===== src/rtl/desc_ring_pkg.sv =====
package desc_ring_pkg;
  typedef logic [31:0] word_t;
  localparam logic [2:0] RA_BASE_HI = 3'd0;
  localparam logic [2:0] RA_BASE_LO = 3'd1;
  localparam logic [2:0] RA_LAST    = 3'd2;
  localparam logic [2:0] RA_TSIZE   = 3'd3;
  localparam logic [2:0] RA_CTRL    = 3'd4;
  localparam word_t      IDLE_READ  = 32'h0000_00FF;
endpackage


===== src/rtl/desc_ring_regs.sv =====
module desc_ring_regs
  import desc_ring_pkg::*;
#(
  parameter int ID_W      = 8,
  parameter int TSIZE_RST = 127
) (
  input  logic            clk,
  input  logic            rst_n,
  input  logic            reg_we,
  input  logic [2:0]      reg_addr,
  input  word_t           reg_wdata,
  output word_t           reg_rdata,
  input  logic            busy,
  input  logic [ID_W-1:0] tail,
  output logic [ID_W-1:0] tsize,
  output logic            done_en,
  output logic [63:0]     tbl_base,
  output logic            lp_wr,
  output logic [ID_W-1:0] lp_val,
  output logic            ts_wr,
  output logic [ID_W-1:0] ts_val
);
  localparam int PAD = 32 - ID_W;

  word_t           hi_stage_q;
  logic [63:0]     base_q;
  logic [ID_W-1:0] tsize_q;
  logic            den_q;

  assign lp_val = reg_wdata[ID_W-1:0];
  assign ts_val = reg_wdata[ID_W-1:0];
  assign lp_wr  = reg_we && (reg_addr == RA_LAST) &&
                  (reg_wdata <= {{PAD{1'b0}}, tsize_q});
  assign ts_wr  = reg_we && (reg_addr == RA_TSIZE) && !busy;

  always_ff @(posedge clk) begin
    if (!rst_n) begin
      hi_stage_q <= '0;
      base_q     <= '0;
      tsize_q    <= ID_W'(TSIZE_RST);
      den_q      <= 1'b0;
    end else begin
      if (reg_we && reg_addr == RA_BASE_HI) hi_stage_q <= reg_wdata;
      if (reg_we && reg_addr == RA_BASE_LO) base_q <= {hi_stage_q, reg_wdata};
      if (ts_wr) tsize_q <= ts_val;
      if (reg_we && reg_addr == RA_CTRL) den_q <= reg_wdata[0];
    end
  end

  always_comb begin
    case (reg_addr)
      RA_BASE_HI: reg_rdata = hi_stage_q;
      RA_BASE_LO: reg_rdata = base_q[31:0];
      RA_LAST:    reg_rdata = (busy && rst_n) ? {{PAD{1'b0}}, tail} : IDLE_READ;
      RA_TSIZE:   reg_rdata = {{PAD{1'b0}}, tsize_q};
      RA_CTRL:    reg_rdata = {31'b0, den_q};
      default:    reg_rdata = '0;
    endcase
  end

  assign tsize    = tsize_q;
  assign done_en  = den_q;
  assign tbl_base = base_q;


  base_hold_chk: assert property (@(posedge clk) disable iff (!rst_n)
    !(reg_we && reg_addr == RA_BASE_LO) |=> $stable(tbl_base));

  tsize_busy_chk: assert property (@(posedge clk) disable iff (!rst_n)
    busy |=> $stable(tsize));
endmodule


===== src/rtl/desc_ring_seq.sv =====
module desc_ring_seq #(
  parameter int ID_W      = 8,
  parameter int CNT_W     = 10,
  parameter int TSIZE_RST = 127
) (
  input  logic             clk,
  input  logic             rst_n,
  input  logic [ID_W-1:0]  tsize,
  input  logic             lp_wr,
  input  logic [ID_W-1:0]  lp_val,
  input  logic             ts_wr,
  input  logic [ID_W-1:0]  ts_val,
  output logic             issue_valid,
  input  logic             issue_ready,
  output logic [ID_W-1:0]  issue_id,
  input  logic             cmpl_valid,
  output logic [ID_W-1:0]  tail,
  output logic [ID_W-1:0]  issue_ptr,
  output logic [CNT_W-1:0] pend_cnt,
  output logic             batch_end
);
  localparam int DW = ID_W + 1;

  logic [ID_W-1:0]  tail_q, nxt_q;
  logic [CNT_W-1:0] todo_q, infl_q;
  logic [DW-1:0]    gap;
  logic             hs;

  always_comb begin
    gap = '0;
    if (lp_wr && lp_val != tail_q) begin
      if (lp_val > tail_q) gap = {1'b0, lp_val} - {1'b0, tail_q};
      else gap = {1'b0, lp_val} + {1'b0, tsize} + DW'(1) - {1'b0, tail_q};
    end
  end

  assign issue_valid = (todo_q != '0);
  assign issue_id    = nxt_q;
  assign hs          = issue_valid && issue_ready;

  always_ff @(posedge clk) begin
    if (!rst_n) begin
      tail_q <= ID_W'(TSIZE_RST);
      nxt_q  <= '0;
      todo_q <= '0;
      infl_q <= '0;
    end else begin
      todo_q <= todo_q + {{(CNT_W-DW){1'b0}}, gap} - CNT_W'(hs);
      infl_q <= infl_q + CNT_W'(hs) - CNT_W'(cmpl_valid);
      if (ts_wr) begin
        tail_q <= ts_val;
        nxt_q  <= '0;
      end else begin
        if (lp_wr) tail_q <= lp_val;
        if (hs) nxt_q <= (nxt_q == tsize) ? '0 : nxt_q + 1'b1;
      end
    end
  end

  assign tail      = tail_q;
  assign issue_ptr = nxt_q;
  assign pend_cnt  = todo_q + infl_q;
  assign batch_end = cmpl_valid && (infl_q == CNT_W'(1)) && (todo_q == '0) && (gap == '0);


  issue_hold_chk: assert property (@(posedge clk) disable iff (!rst_n)
    issue_valid && !issue_ready |=> issue_valid && $stable(issue_id));

  id_in_range_chk: assert property (@(posedge clk) disable iff (!rst_n)
    issue_valid |-> issue_id <= tsize);

  pend_move_chk: assert property (@(posedge clk) disable iff (!rst_n)
    hs && !cmpl_valid && gap == '0 |=> pend_cnt == $past(pend_cnt));

  ptr_idle_chk: assert property (@(posedge clk) disable iff (!rst_n)
    !hs && !ts_wr |=> $stable(issue_ptr));
  // completions only for IDs in flight
  cmpl_in_flight_chk: assert property (@(posedge clk) disable iff (!rst_n)
    cmpl_valid |-> infl_q != '0);
endmodule


===== src/rtl/desc_ring_done.sv =====
module desc_ring_done #(
  parameter int ID_W = 8
) (
  input  logic            clk,
  input  logic            rst_n,
  input  logic            done_en,
  input  logic            cmpl_valid,
  input  logic [ID_W-1:0] cmpl_id,
  input  logic            batch_end,
  output logic            stat_we,
  output logic [ID_W-1:0] stat_id,
  output logic            irq
);
  always_ff @(posedge clk) begin
    if (!rst_n) begin
      stat_we <= 1'b0;
      stat_id <= '0;
      irq     <= 1'b0;
    end else begin
      stat_we <= cmpl_valid && done_en;
      stat_id <= cmpl_id;
      irq     <= batch_end && done_en;
    end
  end


  stat_follow_chk: assert property (@(posedge clk) disable iff (!rst_n)
    stat_we |-> $past(cmpl_valid) && stat_id == $past(cmpl_id));

  stat_off_chk: assert property (@(posedge clk) disable iff (!rst_n)
    cmpl_valid && !done_en |=> !stat_we);

  irq_enable_chk: assert property (@(posedge clk) disable iff (!rst_n)
    irq |-> $past(done_en));

  irq_pulse_chk: assert property (@(posedge clk) disable iff (!rst_n)
    irq |=> !irq);
endmodule


===== src/rtl/desc_ring_ctrl.sv =====
module desc_ring_ctrl
  import desc_ring_pkg::*;
#(
  parameter int ID_W      = 8,
  parameter int TSIZE_RST = 127,
  localparam int CNT_W    = ID_W + 2
) (
  input  logic             clk,
  input  logic             rst_n,
  input  logic             reg_we,
  input  logic [2:0]       reg_addr,
  input  logic [31:0]      reg_wdata,
  output logic [31:0]      reg_rdata,
  output logic             issue_valid,
  input  logic             issue_ready,
  output logic [ID_W-1:0]  issue_id,
  input  logic             cmpl_valid,
  input  logic [ID_W-1:0]  cmpl_id,
  output logic             stat_we,
  output logic [ID_W-1:0]  stat_id,
  output logic             irq,
  output logic [63:0]      tbl_base,
  output logic [ID_W-1:0]  issue_ptr,
  output logic [CNT_W-1:0] pend_cnt
);
  logic [ID_W-1:0] tsize, tail, lp_val, ts_val;
  logic            done_en, lp_wr, ts_wr, batch_end;

  desc_ring_regs #(.ID_W(ID_W), .TSIZE_RST(TSIZE_RST)) u_regs (
    .clk(clk), .rst_n(rst_n), .reg_we(reg_we), .reg_addr(reg_addr),
    .reg_wdata(reg_wdata), .reg_rdata(reg_rdata), .busy(pend_cnt != '0),
    .tail(tail), .tsize(tsize), .done_en(done_en), .tbl_base(tbl_base),
    .lp_wr(lp_wr), .lp_val(lp_val), .ts_wr(ts_wr), .ts_val(ts_val)
  );

  desc_ring_seq #(.ID_W(ID_W), .CNT_W(CNT_W), .TSIZE_RST(TSIZE_RST)) u_seq (
    .clk(clk), .rst_n(rst_n), .tsize(tsize), .lp_wr(lp_wr), .lp_val(lp_val),
    .ts_wr(ts_wr), .ts_val(ts_val), .issue_valid(issue_valid),
    .issue_ready(issue_ready), .issue_id(issue_id), .cmpl_valid(cmpl_valid),
    .tail(tail), .issue_ptr(issue_ptr), .pend_cnt(pend_cnt), .batch_end(batch_end)
  );

  desc_ring_done #(.ID_W(ID_W)) u_done (
    .clk(clk), .rst_n(rst_n), .done_en(done_en), .cmpl_valid(cmpl_valid),
    .cmpl_id(cmpl_id), .batch_end(batch_end), .stat_we(stat_we),
    .stat_id(stat_id), .irq(irq)
  );


  irq_drained_chk: assert property (@(posedge clk) disable iff (!rst_n)
    irq |-> pend_cnt == '0);
endmodule


===== config.mk =====
export PLATFORM = sky130hd
export DESIGN_NAME = desc_ring_ctrl
export DESIGN_NICKNAME = d
export VERILOG_FILES = /design/src/rtl/desc_ring_pkg.sv /design/src/rtl/desc_ring_regs.sv /design/src/rtl/desc_ring_seq.sv /design/src/rtl/desc_ring_done.sv /design/src/rtl/desc_ring_ctrl.sv
export SDC_FILE = /design/constraint.sdc
export NUM_CORES = 1
export LEC_CHECK = 0
export ABC_AREA = 1
export BUFFER_PORTS_ARGS = -buffer_cell sky130_fd_sc_hd__buf_2
export CAP_MARGIN = 20
export CORE_ASPECT_RATIO = 0.7
export CORE_MARGIN = 5
export CORE_UTILIZATION = 39
export CTS_CLUSTER_SIZE = 8
export DETAILED_ROUTE_END_ITERATION = 7
export GPL_TIMING_DRIVEN = 0
export HOLD_SLACK_MARGIN = 0.02
export PLACE_DENSITY = 0.69
export SLEW_MARGIN = 0
export SYNTH_ARGS = -nofsm -noshare
export SYNTH_HDL_FRONTEND = slang
export SYNTH_SLANG_ARGS = --single-unit

===== constraint.sdc =====
create_clock -name clk -period 4.7 [get_ports clk]
set_clock_uncertainty 0.2 [all_clocks]
set_input_delay 0.94 -clock clk [delete_from_list [all_inputs] [get_ports clk]]
set_output_delay 0.94 -clock clk [all_outputs]
set_load 0.005 [all_outputs]

Word level (Yosys, flattened, before mapping)
Cells that the tools add are included.
- bits in registers: 151
- latch bits: 0
- memory bits (writable): 0
- ROM bits: 0
- memories kept: 0
- $add $sub $neg: 10
- multiply operators: 0
- divide/modulo/power cells: 0
- magnitude comparators: 2
- equal/unequal tests: 7
- shifts and indexed selects: 0
- multiplexer cells: 7
- bitwise gates (word level): 1
- reductions and logical operators: 23
- operators with widths (cell ; number):
    one-hot mux 32 bit (5 select lines) ; 1
    less-or-equal comparator 32 x 8 -> 1 bit ; 1
    2-to-1 mux 8 bit ; 4
    nonzero test 10 bit ; 2
    subtractor 10 x 1 -> 10 bit ; 2
    2-to-1 mux 9 bit ; 2
    logical AND 1 bit ; 15
    adder 10 x 1 -> 10 bit ; 1
    adder 10 bit ; 1
    adder 10 x 9 -> 10 bit ; 1
    equality test 10 x 1 -> 1 bit, second input constant ; 1
    logical NOT 10 bit ; 1
    adder 8 x 8 -> 9 bit ; 1
    adder 9 x 1 -> 9 bit, second input constant ; 1
    logical NOT 9 bit ; 1
    subtractor 8 x 8 -> 9 bit ; 1
    subtractor 9 x 8 -> 9 bit ; 1
    adder 8 x 1 -> 8 bit, second input constant ; 1
    equality test 8 bit ; 1
    greater-than comparator 8 bit ; 1
    != test 8 bit ; 1
    equality test 3 x 2 -> 1 bit, second input constant ; 2
    equality test 3 x 1 -> 1 bit, second input constant ; 1
    equality test 3 bit, second input constant ; 1
    other kinds (5) ; 5

Longest topological paths before layout
Gate-level depths: netlist of run 1.
- word-level depth: 8
- depth in mapped cells: 28
- gate-level depth less buffers: 28

Cells and area by module
Synthesis of run 1 repeated with hierarchy kept, for this count alone.
- cells, all modules: 1268
- area total of the unflattened synthesis: 9102.5 µm²
- modules (own cells, without submodules) (module ; instances ; cells an instance ; area each (µm²) ; sequential area each (µm²)):
    desc_ring_regs ; 1 ; 618 ; 4642.0 ; 2102.0
    desc_ring_seq ; 1 ; 609 ; 4119.0 ; 720.7
    desc_ring_done ; 1 ; 32 ; 302.8 ; 200.2
    desc_ring_ctrl ; 1 ; 9 ; 38.8 ; 0.0

Worst setup path before layout of run 1
Ideal clock, no wire load.
- path type: input port to flip-flop
- start point: in reg_wdata[0]
- end point: reg u_seq.todo_q[8]
- setup time: 0.115 ns
- arrival: 4.063 ns
- data required time: 4.385 ns
- slack: 0.323 ns
- stages on the path: 18
- path buffers: 0
- path through: inv_1 > fa_1 > inv_1 > ha_1 > nor2_1 > fa_1 > nand4_1 > nand3_1 > ha_1 > fa_1 > o21ai_0 > nand2_1 > nand2_1 > a21oi_1 > nor2_1 > o21ai_0 > a21oi_1 > nor2_1
- word-level cells in the longest chain between the ends: 7
- elaborated cells between the ends (all ways): 13
- those cells by class: add/sub: 6; order compare: 2; eq/ne: 1; mux: 2; reduce/logical: 2
- ends and longest elaborated chain (item ; line ; source):
    start: declaration ; desc_ring_ctrl.sv:12 ; input logic [31:0] reg_wdata,
    adder 8 x 8 -> 9 bit ; desc_ring_seq.sv:33 ; else gap = {1'b0, lp_val} + {1'b0, tsize} + DW'(1) - {1'b0, tail_q};
    adder 9 x 1 -> 9 bit ; desc_ring_seq.sv:33 ;
    subtractor 9 x 8 -> 9 bit ; desc_ring_seq.sv:33 ;
    2-to-1 mux 9 bit ; desc_ring_seq.sv:32 ; if (lp_val > tail_q) gap = {1'b0, lp_val} - {1'b0, tail_q};
    2-to-1 mux 9 bit (*) ; desc_ring_seq.sv:31 ; if (lp_wr && lp_val != tail_q) begin
    adder 10 x 9 -> 10 bit (*) ; desc_ring_seq.sv:48 ; todo_q <= todo_q + {{(CNT_W-DW){1'b0}}, gap} - CNT_W'(hs);
    subtractor 10 x 1 -> 10 bit (*) ; desc_ring_seq.sv:48 ;
    end signal: assignment ; desc_ring_seq.sv:48 ;
    end: declaration ; desc_ring_seq.sv:25 ; logic [CNT_W-1:0] todo_q, infl_q;
Every way passes the cells marked *; elsewhere a longest branch is shown, timed or not.
A chain may end at the register's enable or synchronous reset.

Final worst setup path of run 1
- start point: in reg_wdata[0]
- end point: reg u_seq.todo_q[9]
The elaborated chain is that of the path after synthesis.

==> results of run 1 <==
## state kept, by name (all words and copies together) (netlist names)
| register | cells |
|---|---|
| u_done.irq | 1 |
| u_done.stat_id | 8 |
| u_done.stat_we | 1 |
| u_regs.done_en | 1 |
| u_regs.hi_stage_q | 32 |
| u_regs.tbl_base | 64 |
| u_regs.tsize | 8 |
| u_seq.infl_q | 10 |
| u_seq.issue_id | 8 |
| u_seq.tail | 8 |
| u_seq.todo_q | 10 |
## final timing paths
kind / startpoint / to / slack (ns) / depth (start not counted)
max reg2reg: u_regs.tsize[0] / u_seq.todo_q[9] / 0.53 / 21
max: reg_wdata[0] / u_seq.todo_q[9] / 0.24 / 21
min reg2reg: u_regs.hi_stage_q[12] / u_regs.tbl_base[44] / 0.27 / 2
min: u_regs.hi_stage_q[12] / u_regs.tbl_base[44] / 0.27 / 2
## power breakdown
group / leakage (nW) / total [mW] / internal [mW] / switching (mW)
clock: 0.293 / 1.42 / 0.840 / 0.577
sequential: 1.23 / 1.49 / 1.39 / 0.0989
combinational: 4.15 / 1.84 / 0.702 / 1.14
## stage by stage
stage / power [mW] / setup slack [ns] / hold WS (ns) / area [um2] / util, %
after floorplan: 2.80 / 0.323 / 0.235 / 8910 / -
after global placement: 3.27 / -0.339 / 0.255 / 10200 / 45.2
after detailed placement: 3.32 / -0.391 / 0.268 / 10200 / 45.2
after CTS: 4.74 / 0.0498 / 0.272 / 10800 / 47.9
after global routing: 5.11 / -0.0211 / 0.300 / 10800 / 48.1
final: 4.75 / 0.243 / 0.272 / 10800 / 48.1
## final cells by class
cell class	count	area, um2	area share (%)
buffer	52	278	2.56
sequential	151	3020	27.9
timing repair buffer	183	923	8.51
tap	312	390	3.60
clock inverter	10	116	1.07
inverter	208	785	7.23
clock buffer	22	484	4.46
multi-input combinational	844	4850	44.7
## metal layers
layer	part of all wire, %	vias up	global-route usage (%)
li1	-	4488	-
met1	48	4164	32.6
met2	41	388	30.8
met3	10	25	6.49
met4	0.99	2	4.78
met5	0.045	-	0
## synth_stat cells, types with 2 or more instances
| cell | instances | area share (%) |
|---|---|---|
| o21ai_0 | 142 | 8.0 |
| dfxtp_1 | 151 | 34 |
| or2_1 | 2 | 0.14 |
| ha_1 | 68 | 9.5 |
| fa_1 | 12 | 2.7 |
| o21bai_1 | 4 | 0.34 |
| o21a_1 | 2 | 0.17 |
| buf_4 | 8 | 0.67 |
| clkbuf_1 | 30 | 1.3 |
| nand3_1 | 68 | 3.8 |
| buf_2 | 8 | 0.45 |
| o211ai_1 | 2 | 0.17 |
| xnor2_1 | 9 | 0.88 |
| or2_2 | 2 | 0.14 |
| xor2_1 | 12 | 1.2 |
| a31oi_1 | 4 | 0.28 |
| o211ai_2 | 8 | 1.1 |
| a21o_1 | 6 | 0.51 |
| nand2_2 | 12 | 0.84 |
| nand4_1 | 11 | 0.77 |
| nand3b_1 | 6 | 0.51 |
| inv_1 | 207 | 8.7 |
| o22ai_1 | 7 | 0.49 |
| nor2_2 | 2 | 0.14 |
| nor3_1 | 14 | 0.79 |
| buf_6 | 5 | 0.63 |
| nand2_1 | 203 | 8.5 |
| a221oi_1 | 2 | 0.20 |
| a21oi_1 | 130 | 7.3 |
| nor2_1 | 104 | 4.4 |
## logic make-up after synthesis
group / Yosys count / synth area share, %
adder cells (fa/ha/maj): 80 / 12.2
AND/OR/NAND/NOR: 433 / 21.1
AO/OA/AOI/OAI: 310 / 18.8
buffers and inverters: 260 / 11.9
XOR/XNOR: 21 / 2.06
flip-flops: 151 / 33.9
## layout by cell type (no fill, tap or decap), types with 14 or more instances in the layout
cell	netlist	routed
a21oi_1	130	129
buf_2	8	188
clkbuf_1	30	31
clkbuf_16	0	17
dfxtp_1	151	151
ha_1	68	68
inv_1	207	206
nand2_1	203	203
nand3_1	68	68
nor2_1	104	103
nor3_1	14	14
o21ai_0	142	138
## tightest hold or removal path, stage by stage (launching register included)
cell and delay (ns):
dfxtp_1 0.29, inv_1 0.07, a21oi_1 0.06
## timing repair
action / in CTS / in global routing
endpoints found under the setup margin: 0 / 4
endpoints found under the hold margin: 0 / 0
resized for setup: 0 / 9
buffers inserted: 0 / 3
==> reports/results.tsv, run 1 <==
stage	metric	value	unit
outcome	status	finished clean	
synth	synth_edf_count	0	
synth	syn_inst	1255	
worst_setup_path	critPathCaptureType	register	
die	die_height	136	um
worst_setup_path	critical_path.top_delay_family	adder cells	
global_routing	grt_pass1_vias	8391	
route	drc_errors	0	
route	wire_per_inst	16.1	um
route	wl	28.7	mm
final_layout	final_cells	1782	
final_layout	diodes	0	
timing	slew_viol_final	0	
power	p_leak	5.68	nW
placement	dp_cells	1747	
synth	yosys_most_used_dff	dfxtp_1	
placement	place_congestion	0.922	
clock_tree	cts_sinks	151	
die	core	22600	um2
timing	slew_headroom	51.8	%
global_routing	overflow	0	
route	drtIter0Drc	748	
final_layout	nNetsFinal	1585	
route	first_pass_iters	5	
clock_tree	cts_hold_buf	0	
timing	rsz0062_at_grt	yes	
synth	ys_warn_count	0	
worst_setup_path	worstSetupPathType	input pin to register	
placement	io_buffers	180	
synth	synth_area	8910	um2
clock_tree	clockBufferDepth	2	
global_routing	grt_usage	21.8	%
clock_tree	root_buffer	clkbuf_16	
placement	dp_hpwl	22.6	mm
die	initial_core_util	39.5	%
clock_tree	htreeDepth	4	
flow_run	drv_cap	0	
worst_setup_path	critical_path_required	4.85	ns
die	die_x	191	um
worst_setup_path	path_cells	buf_2, clkinvlp_4, fa_1, ha_1, nor2_1, fa_1, o21ai_1, nand2_1, nand2_1, nand2_1, nand3_1, nand3_1, ha_1, inv_1, ha_1, inv_1, nor3_1, nand3_1, nand4_1, o21ai_0, a21oi_1	
synth	synth-seq-cells	151	
power	ir_drop	0.000272	V
global_routing	grt_max_degree	17	
route	via_count	9067	
worst_setup_path	slowest_delay	0.57	ns
global_routing	grt_pass1_wl	44.6	mm
timing	timing.final.crit_share	94.8	%
worst_setup_path	worst_path_max_delay_cell	fa_1	
die	io-pin-count	181	
clock_tree	cts_tree	yes	
timing	tns	0	ns
worst_setup_path	startpoint_type	input pin	
synth	synth_cell_types	44	
timing	post-route-min-period	4.46	ns
synth	ys_seq_area_share	33.9	%
clock_tree	worstSkewPairLatency	0.44	ns
die	die-area	26000	um2
power	p_per_area	438	nW/um2
route	drt.antenna.violating_nets	0	
synth	async_flop_share	0	%
timing	tightest_slew	0.723	ns
synth	avgSynthCellArea	7.10	um2
worst_setup_path	worst-path-buf-inv	4	
final_layout	fillers	2314	
worst_setup_path	crit_arrival	4.61	ns
worst_setup_path	crit_fanout	4	
global_routing	antenna_found_initial	1	
final_layout	area_growth	21.7	%
timing	max_freq	224	MHz
route	vias_per_cell	5.09	
timing	finalSetupViolCount	0	
min_path	hp-class	register to register	
timing	hold_viol	0	
final_layout	layout-drive-gt1-share	18.5	%
clock_tree	clkTransAtPathRegs	0.06	ns
synth	syn_nets	1383	
clock_tree	numCtsBuffers	17	
die	num_rows	46	
(Power assumes the default switching activity.)
==> inputs of run 2 (changes only) <==
--- a/config.mk
+++ b/config.mk
@@ -13,9 +13,10 @@
 export CORE_UTILIZATION = 39
 export CTS_CLUSTER_SIZE = 8
 export DETAILED_ROUTE_END_ITERATION = 7
-export GPL_TIMING_DRIVEN = 0
+export GPL_TIMING_DRIVEN = 1
 export HOLD_SLACK_MARGIN = 0.02
 export PLACE_DENSITY = 0.69
+export REMOVE_ABC_BUFFERS = 1
 export SLEW_MARGIN = 0
 export SYNTH_ARGS = -nofsm -noshare
 export SYNTH_HDL_FRONTEND = slang
==> run 2 against run 1 <==
Compared with the run above: utilization is 0.22 points lower; global-route usage is 2.0 points lower; critical path depth is 2 higher; total power is 3.2% higher; non-clock buffer count is 28 lower; sequential share of layout area is 0.13 points higher; routed wire length is 7.3% lower; combinational power is 4% higher; cell count is 1.6% lower; critical path type unchanged; critical endpoint unchanged; highest routed layer is now met4.
==> reports/results.tsv, run 2 (synthesis results as in run 1) <==
stage	metric	value	unit
outcome	status	finished clean	
clock_tree	clockBufferDepth	2	
route	drt.antenna.violating_nets	0	
power	p_leak	5.66	nW
timing	post-route-min-period	4.41	ns
die	io-pin-count	181	
final_layout	final_cells	1753	
die	initial_core_util	39.5	%
global_routing	grt-busiest-layer	met1	
global_routing	grt_max_degree	96	
final_layout	final_core_util	47.8	%
global_routing	overflow	0	
global_routing	antenna_found_initial	0	
worst_setup_path	critPathCaptureType	register	
die	die-area	26000	um2
worst_setup_path	crit_fanout	4	
timing	timing.final.crit_share	93.7	%
worst_setup_path	worstSetupPathType	input pin to register	
die	die_height	136	um
die	num_rows	46	
clock_tree	root_buffer	clkbuf_16	
worst_setup_path	reg2reg_slack	0.42	ns
clock_tree	clkTransAtPathRegs	0.06	ns
worst_setup_path	r2r_cells	21	
clock_tree	cts_tree	yes	
route	vias_per_cell	4.96	
worst_setup_path	startpoint_type	input pin	
clock_tree	cts_sinks	151	
clock_tree	numCtsBuffers	17	
global_routing	grt_pass1_wl	41.6	mm
timing	slew_headroom	54.7	%
worst_setup_path	cp-endpoint	u_seq.todo_q[9]	
global_routing	grt.met2_usage	28.0	%
final_layout	largest_register_ff_count	64	
placement	io_buffers	180	
power	ir_drop	0.000280	V
die	die_x	191	um
final_layout	multiInputGateArea	4850	um2
timing	hold_viol	0	
die	core	22600	um2
placement	place_congestion	0.943	
final_layout	final_common_cell	inv_1	
min_path	hp-class	register to register	
flow_run	drv_cap	0	
global_routing	grt_usage	19.8	%
clock_tree	htreeDepth	4	
placement	dp_hpwl	19.9	mm
route	wl	26.6	mm
timing	finalSetupViolCount	0	
worst_setup_path	cp-startpoint	reg_wdata[0]	
power	p_per_area	454	nW/um2
final_layout	layout_common_cells	inv_1 (207), nand2_1 (203), buf_2 (179)	
worst_setup_path	worstReg2RegStart	u_regs.tsize[2]	
global_routing	grtUsageMet1	29.9	%
final_layout	nNetsFinal	1557	
final_layout	fillers	2290	
final_layout	seqCellArea	3020	um2
final_layout	layout-drive-gt1-share	18.8	%
timing	max_freq	227	MHz
route	via_count	8697	
placement	dp_cells	1722	
global_routing	grt_pass1_vias	8098	
timing	tightest_slew	0.679	ns
timing	rsz0062_at_grt	no	
worst_setup_path	r2r_end	u_seq.todo_q[9]	
clock_tree	worstSkewPairLatency	0.44	ns
route	drtIter0Drc	560	
route	first_pass_iters	5	
route	wire_per_inst	15.2	um
worst_setup_path	critical_path_required	4.86	ns
route	drc_errors	0	
global_routing	use_met3	4.41	%
worst_setup_path	crit_arrival	4.57	ns
timing	slew_viol_final	0	
final_layout	area_growth	21.1	%
## run 2: cell types whose count changed in the layout (fill, tap and decap cells not counted), moves of 2 or more
cell,previous run,this run
clkinvlp_4,3,0
inv_6,2,0
clkbuf_1,31,2
buf_4,11,27
bufinv_16,2,4
buf_2,188,179
o21ai_2,2,0
o21ai_0,138,141
clkinv_2,3,1
buf_6,5,0
## run 2: how the worst min path moves through the flow
stage	start	end	slack [ns]	depth (start not counted)
floorplan	u_regs.done_en	u_done.stat_we	0.23	2
global placement	u_regs.tsize[6]	u_regs.tsize[6]	0.25	2
detailed placement	u_regs.tsize[6]	u_regs.tsize[6]	0.26	2
CTS	u_regs.hi_stage_q[18]	u_regs.hi_stage_q[18]	0.27	2
global route	u_regs.hi_stage_q[24]	u_regs.hi_stage_q[24]	0.29	2
finish	u_regs.hi_stage_q[18]	u_regs.hi_stage_q[18]	0.27	2
## run 2: through the flow
step	setup slack, ns	total power [mW]	cell area, um2	hold WS, ns	TNS (ns)
6_report	0.294	4.90	10800	0.272	0
5_1_grt	0.00224	5.24	10800	0.289	0
4_1_cts	0.319	4.88	10800	0.275	0
3_5_place_dp	-0.107	3.38	10200	0.260	-0.203
3_3_place_gp	0.0453	3.33	10200	0.254	0
2_1_floorplan	-0.926	2.78	8640	0.235	-18.90
## run 2: cell type report
cell class	count	share of cell area, %
flip-flops and latches	151	28.0
well taps	312	3.62
repair buffers	207	10.4
clock inverters	7	1.32
multi-input cells	844	44.9
inverters	208	7.23
diodes	1	0.0232
clock buffers	23	4.52
## run 2: repair_timing
| action | in CTS | in global routing |
|---|---|---|
| hold endpoints to repair | 0 | 0 |
| resized for setup | 0 | 2 |
| buffers inserted | 0 | 0 |
| hold buffers | 0 | 0 |
| endpoints found under the setup margin | 0 | 2 |
## run 2: worst max-delay path, stage by stage
cell,delay (ns)
buf_2,0.13
inv_1,0.08
fa_1,0.50
inv_1,0.08
ha_1,0.14
nor2_1,0.06
fa_1,0.42
o21ai_0,0.19
buf_4,0.15
nand3_1,0.08
nand2_1,0.07
nand2_1,0.05
nand3_1,0.07
nand3_1,0.15
ha_1,0.31
inv_1,0.04
ha_1,0.30
nand2_1,0.12
nor3_2,0.22
nand3_1,0.11
nand4_1,0.14
o21ai_0,0.09
a21oi_1,0.11
## run 2: power by group
group / switching, mW / internal [mW] / leakage, nW
Clock: 0.556 / 0.941 / 0.309
Combinational: 1.16 / 0.751 / 4.12
Sequential: 0.100 / 1.39 / 1.23
## run 2: routing by layer
metal  vias to the layer above  wire length, um
met5                         -                0
met4                         0              390
met2                       293            11100
met3                        35             1820
li1                       4415                -
met1                      3954            13400
